`src/rtl/trig_throttle_pkg.sv`:
```
package trig_throttle_pkg;
  localparam int unsigned CAUSE_DEAD   = 0;
  localparam int unsigned CAUSE_BUCKET = 1;
  localparam int unsigned CAUSE_BUSY   = 2;
  localparam int unsigned NUM_CAUSES   = 3;
endpackage

```
`src/rtl/tt_dead_timer.sv`:
```
module tt_dead_timer #(
  parameter int unsigned DEAD_W = 4
) (
  input  logic              clk_i,
  input  logic              rst_ni,
  input  logic              acc_i,
  input  logic [DEAD_W-1:0] len_i,
  output logic              dead_o
);
  logic [DEAD_W-1:0] remain_q;

  always_ff @(posedge clk_i or negedge rst_ni) begin
    if (!rst_ni)             remain_q <= '0;
    else if (acc_i)          remain_q <= len_i;
    else if (remain_q != 0)  remain_q <= remain_q - 1'b1;
  end

  assign dead_o = (remain_q != 0);

  p_dead_after_acc_r3: assert property (@(posedge clk_i) disable iff (!rst_ni)
    acc_i |=> (dead_o == ($past(len_i) != 0)));
  p_hold_no_acc_r7: assert property (@(posedge clk_i) disable iff (!rst_ni)
    (!acc_i && !dead_o) |=> !dead_o);
endmodule

```
`src/rtl/tt_bucket.sv`:
```
module tt_bucket #(
  parameter int unsigned LVL_W  = 4,
  parameter int unsigned LEAK_W = 12
) (
  input  logic              clk_i,
  input  logic              rst_ni,
  input  logic              acc_i,
  input  logic [LVL_W-1:0]  cap_i,
  input  logic [LEAK_W-1:0] period_i,
  output logic              full_o
);
  logic [LVL_W-1:0]  level_q;
  logic [LEAK_W-1:0] tmr_q;
  logic              tick;
  logic              leak;

  assign tick = (tmr_q == period_i - 1'b1);
  assign leak = tick && (level_q != 0);

  always_ff @(posedge clk_i or negedge rst_ni) begin
    if (!rst_ni)   tmr_q <= '0;
    else if (tick) tmr_q <= '0;
    else           tmr_q <= tmr_q + 1'b1;
  end

  always_ff @(posedge clk_i or negedge rst_ni) begin
    if (!rst_ni)            level_q <= '0;
    else if (acc_i && !leak) level_q <= level_q + 1'b1;
    else if (!acc_i && leak) level_q <= level_q - 1'b1;
  end

  assign full_o = (level_q >= cap_i);

  p_period_valid_r5: assert property (@(posedge clk_i) disable iff (!rst_ni)
    period_i != 0);
  p_no_acc_when_full_r4: assert property (@(posedge clk_i) disable iff (!rst_ni)
    acc_i |-> !full_o);
  p_stable_idle_r7: assert property (@(posedge clk_i) disable iff (!rst_ni)
    (!acc_i && !tick) |=> $stable(level_q));
endmodule

```
`src/rtl/tt_sat_counter.sv`:
```
module tt_sat_counter #(
  parameter int unsigned CNT_W = 16
) (
  input  logic             clk_i,
  input  logic             rst_ni,
  input  logic             inc_i,
  output logic [CNT_W-1:0] cnt_o
);
  always_ff @(posedge clk_i or negedge rst_ni) begin
    if (!rst_ni)                 cnt_o <= '0;
    else if (inc_i && ~&cnt_o)   cnt_o <= cnt_o + 1'b1;
  end

  p_saturate_r8: assert property (@(posedge clk_i) disable iff (!rst_ni)
    (&cnt_o) |=> (&cnt_o));
  p_step_r8: assert property (@(posedge clk_i) disable iff (!rst_ni)
    (!inc_i) |=> $stable(cnt_o));
endmodule

```
`src/rtl/trig_throttle.sv`:
```
module trig_throttle
  import trig_throttle_pkg::*;
#(
  parameter int unsigned DEAD_W = 4,
  parameter int unsigned LVL_W  = 4,
  parameter int unsigned LEAK_W = 12,
  parameter int unsigned CNT_W  = 16
) (
  input  logic              clk_i,
  input  logic              rst_ni,
  input  logic              req_i,
  input  logic              busy_i,
  input  logic [DEAD_W-1:0] dead_len_i,
  input  logic [LVL_W-1:0]  bucket_cap_i,
  input  logic [LEAK_W-1:0] leak_period_i,
  output logic              accept_o,
  output logic              veto_o,
  output logic [CNT_W-1:0]  cnt_dead_o,
  output logic [CNT_W-1:0]  cnt_bucket_o,
  output logic [CNT_W-1:0]  cnt_busy_o
);
  logic                  dead, full;
  logic [NUM_CAUSES-1:0] cause;
  logic [CNT_W-1:0]      cnt [NUM_CAUSES];

  tt_dead_timer #(.DEAD_W(DEAD_W)) u_dead (
    .clk_i, .rst_ni, .acc_i(accept_o), .len_i(dead_len_i), .dead_o(dead)
  );

  tt_bucket #(.LVL_W(LVL_W), .LEAK_W(LEAK_W)) u_bucket (
    .clk_i, .rst_ni, .acc_i(accept_o), .cap_i(bucket_cap_i),
    .period_i(leak_period_i), .full_o(full)
  );

  always_comb begin
    cause               = '0;
    cause[CAUSE_DEAD]   = dead;
    cause[CAUSE_BUCKET] = full;
    cause[CAUSE_BUSY]   = busy_i;
  end

  assign veto_o   = req_i && (cause != '0);
  assign accept_o = req_i && !veto_o;

  for (genvar g = 0; g < NUM_CAUSES; g++) begin : g_cnt
    tt_sat_counter #(.CNT_W(CNT_W)) u_cnt (
      .clk_i, .rst_ni, .inc_i(veto_o && cause[g]), .cnt_o(cnt[g])
    );
  end

  assign cnt_dead_o   = cnt[CAUSE_DEAD];
  assign cnt_bucket_o = cnt[CAUSE_BUCKET];
  assign cnt_busy_o   = cnt[CAUSE_BUSY];

  p_exclusive_r9: assert property (@(posedge clk_i) disable iff (!rst_ni)
    !(accept_o && veto_o));
  p_busy_blocks_r6: assert property (@(posedge clk_i) disable iff (!rst_ni)
    busy_i |-> !accept_o);
  p_dead_blocks_r3: assert property (@(posedge clk_i) disable iff (!rst_ni)
    (accept_o && dead_len_i != 0) |=> !accept_o);
  p_veto_counts_r8: assert property (@(posedge clk_i) disable iff (!rst_ni)
    (veto_o && busy_i && !(&cnt_busy_o)) |=> (cnt_busy_o == $past(cnt_busy_o) + 1'b1));
endmodule

```
`config.mk`:
```
export PLATFORM = sky130hd
export DESIGN_NAME = trig_throttle
export DESIGN_NICKNAME = d
export VERILOG_FILES = /design/src/rtl/trig_throttle_pkg.sv /design/src/rtl/tt_dead_timer.sv /design/src/rtl/tt_bucket.sv /design/src/rtl/tt_sat_counter.sv /design/src/rtl/trig_throttle.sv
export SDC_FILE = /design/constraint.sdc
export NUM_CORES = 1
export LEC_CHECK = 0
export BUFFER_PORTS_ARGS = -buffer_cell sky130_fd_sc_hd__buf_2
export CAP_MARGIN = 20
export CORE_MARGIN = 1.5
export CORE_UTILIZATION = 53
export DETAILED_ROUTE_END_ITERATION = 8
export PLACE_DENSITY = 0.77
export SLEW_MARGIN = 10
export SYNTH_ARGS = -nofsm -noshare
export SYNTH_HDL_FRONTEND = slang
export SYNTH_SLANG_ARGS = --single-unit
```
`constraint.sdc`:
```
create_clock -name clk_i -period 4.2 [get_ports clk_i]
set_clock_uncertainty 0.05 [all_clocks]
set_input_delay 0.84 -clock clk_i [delete_from_list [all_inputs] [get_ports clk_i]]
set_output_delay 0.84 -clock clk_i [all_outputs]
set_load 0.03 [all_outputs]
```
==> results.ini <==
[placed_design]
dp.cells=551
finalWeightedCongestion=0.849
hpwl_mm=6.19
io_buffers=73

[critical_path]
cp_max_fo=9
reg2reg_from=u_bucket.level_q[0]$_DFFE_PN0P_
required_ns=4.36
setup.worst_path.start=leak_period_i[0]
rr_worst_depth=16
worst_setup_path_end_kind=register
cp.arrival_ns=3.98
critPathKind=in -> reg
startpoint_type=input pin

[job]
maxCapViolCount=0

[floorplanning]
fp.dieH_um=88.4
rows=30
core_um2=6910
initial_core_util_pct=55.9
die_x_um=88.4
die-area_um2=7810
ios=74

[finish]
fin_nets=505
area_delta_synth_final_pct=16.4
drive_gt1_share_pct=21.0
diodes=0
fin_cells=567

[power_and_ir_drop]
ir_drop_uv=442
p_comb_share_pct=35.7
p_sw_w=0.000931
power_density_nw_per_um2=514
p_leak_nw=2.22
clkPwrFrac_pct=20.5
switching_share_pct=40.3
p_int_w=0.00138
p_seq_share_pct=43.8

[clocking]
cts_root_buf=clkbuf_8
insertion_delay_ns=0.33
tritoncts=built
post_cts_buffers=0
h-tree-depth=3
clkSinkCount=68
clock_path_buffers=2
cts_made_buffers=9
path_clk_slew_ns=0.08

[yosys]
syn_area_per_cell_um2=9.98
synthArstFlopShare_pct=100
ys.flop_type=dfrtp_1
synth-edff-count=0
yosysWarnings=0
synth.distinct_cells=52
syn_area_um2=3860
synth_cells=387
synth_seq_cells=68
synth_seq_area_share_pct=44.1
synthesis.nets=426

[routing]
route.detailed.wl_per_inst_um=14.8
drc=0
ant_nets=0
vias_per_cell=5.51
drtIter0Drc=147
dr.pass1.iters=5
wirelength_mm=8.36
num_vias=3123

[timing]
period_share_pct=90.9
period_minus_slack_ns=3.82
clock.fmax_mhz=262
final-setup-viol-count=0
fin_tns_setup_ns=0
worstMarginPinSlew_ns=0.839
slew_headroom_pct=44.1
slew_viol_final=0
finalHoldViolCount=0
rsz0062_at_grt=no

[grt]
grt_max_degree=69
grt_overflow=0
antenna_found_initial=0
grt_pass1_vias=3023
grt.total_usage_pct=23.3
grt_pass1_wl_mm=14.0

[worst_hold_path]
hold_path_depth=1
hold_class=reg -> reg
hold_start=g_cnt[2].u_cnt.cnt_o[15]$_DFFE_PN0P_

[outcome]
status=finished clean

==> power groups by stage <==
stage | sequential (W) | clock [W] | combinational, W
2_1_floorplan | 0.00112 | 0 | 0.000475
3_3_place_gp | 0.00101 | 0 | 0.000792
3_5_place_dp | 0.00102 | 0 | 0.000826
4_1_cts | 0.00101 | 0.000488 | 0.000835
5_1_grt | 0.00104 | 0.000520 | 0.000918
6_report | 0.00101 | 0.000474 | 0.000826
==> worst max-delay path: stages <==
cell	delay (ns)
buf_2	0.17
inv_1	0.06
ha_1	0.30
xnor2_1	0.13
a211o_1	0.22
a2111oi_1	0.45
nand2_1	0.10
nor4_1	0.30
o41ai_1	0.13
ha_1	0.22
inv_1	0.13
ha_1	0.25
a21o_1	0.16
a21oi_1	0.17
xnor2_1	0.13
nor2_1	0.06
xor2_1	0.14
==> cell usage after synthesis (all sizes together), types with 5 or more instances <==
master	number	area, µm²
nand3	23	115
nand2	28	105
nand4	14	87.6
dfrtp	68	1700
clkbuf	5	18.8
nor2b	5	31.3
ha	14	175
and3	12	75.1
mux2	6	67.6
inv	14	52.6
nor2	41	156
nor3	11	55.1
or3	6	37.5
xnor2	36	315
o21ai	6	30.0
xor2	31	272
and4	9	78.8
==> timing repair <==
item	in CTS	in global routing
hold buffers	0	0
resized for setup	0	1
setup endpoints to repair	0	1
==> layout make-up <==
type                       count  area (µm²)
clock buffer                  13         149
inverter                      14        52.6
timing repair buffer          76         388
fill                         589        2410
clock inverter                 3        22.5
sequential                    68        1700
tap                           96         120
multi-input combinational    297        2060
==> worst paths after layout <==
path | end | slack (ns)
max in group asynchronous | u_bucket.level_q[0]$_DFFE_PN0P_ | 2.92
max | u_bucket.level_q[3]$_DFFE_PN0P_ | 0.38
min in group asynchronous | g_cnt[0].u_cnt.cnt_o[2]$_DFFE_PN0P_ | 0.64
max reg2reg | u_bucket.level_q[3]$_DFFE_PN0P_ | 0.60
min | g_cnt[2].u_cnt.cnt_o[15]$_DFFE_PN0P_ | 0.44
min reg2reg | g_cnt[2].u_cnt.cnt_o[15]$_DFFE_PN0P_ | 0.44
==> per-stage QoR <==
stage               power (W)  util, %  cell area [µm²]  setup slack, ns  hold WS (ns)
finish                0.00231     65.1             4500            0.382         0.438
global route          0.00248     65.1             4500           0.0712         0.456
CTS                   0.00233     65.1             4500            0.306         0.444
detailed placement    0.00184     62.6             4320          -0.0166         0.432
global placement      0.00180     62.6             4320           0.0850         0.418
floorplan             0.00160        -             3860            0.357         0.418
==> cells by family after synthesis <==
kind of cell | Yosys count | synth area share, %
adder cells (fa/ha/maj) | 15 | 5.05
flip-flops | 68 | 44.1
multiplexers | 9 | 2.53
AND/OR/NAND/NOR | 167 | 23.1
XOR/XNOR | 67 | 15.2
AO/OA/AOI/OAI | 39 | 7.55
buffers and inverters | 22 | 2.56
==> cells in the final DEF, fill, tap and decap left out, types with 5 or more instances in the layout <==
cell type and n:
nor2_1 40, inv_1 14, and3_1 12, xnor2_1 36
nand2_1 28, mux2_2 5, ha_1 14, xor2_1 31
clkbuf_8 10, dfrtp_1 68, or3_1 6, nand4_1 14
o21ai_0 6, nor2b_1 5, nor3_1 11, nand3_1 23
buf_2 73, and4_1 9
==> per-layer routing <==
layer  up-vias  wire length, µm  global-route usage [%]
met3         2              429                    6.25
met2        85             4270                    39.3
met1      1504             3630                    29.6
met4         0               29                    6.82
met5         -                0                       0
li1       1532                -                       -
==> state kept, by name (all words and copies together) (netlist names) <==
register / flops
u_bucket.level_q: 4
u_bucket.tmr_q: 12
u_dead.remain_q: 4
g_cnt.u_cnt.cnt_o: 48
Note: power is estimated with default switching activity, not from simulation.
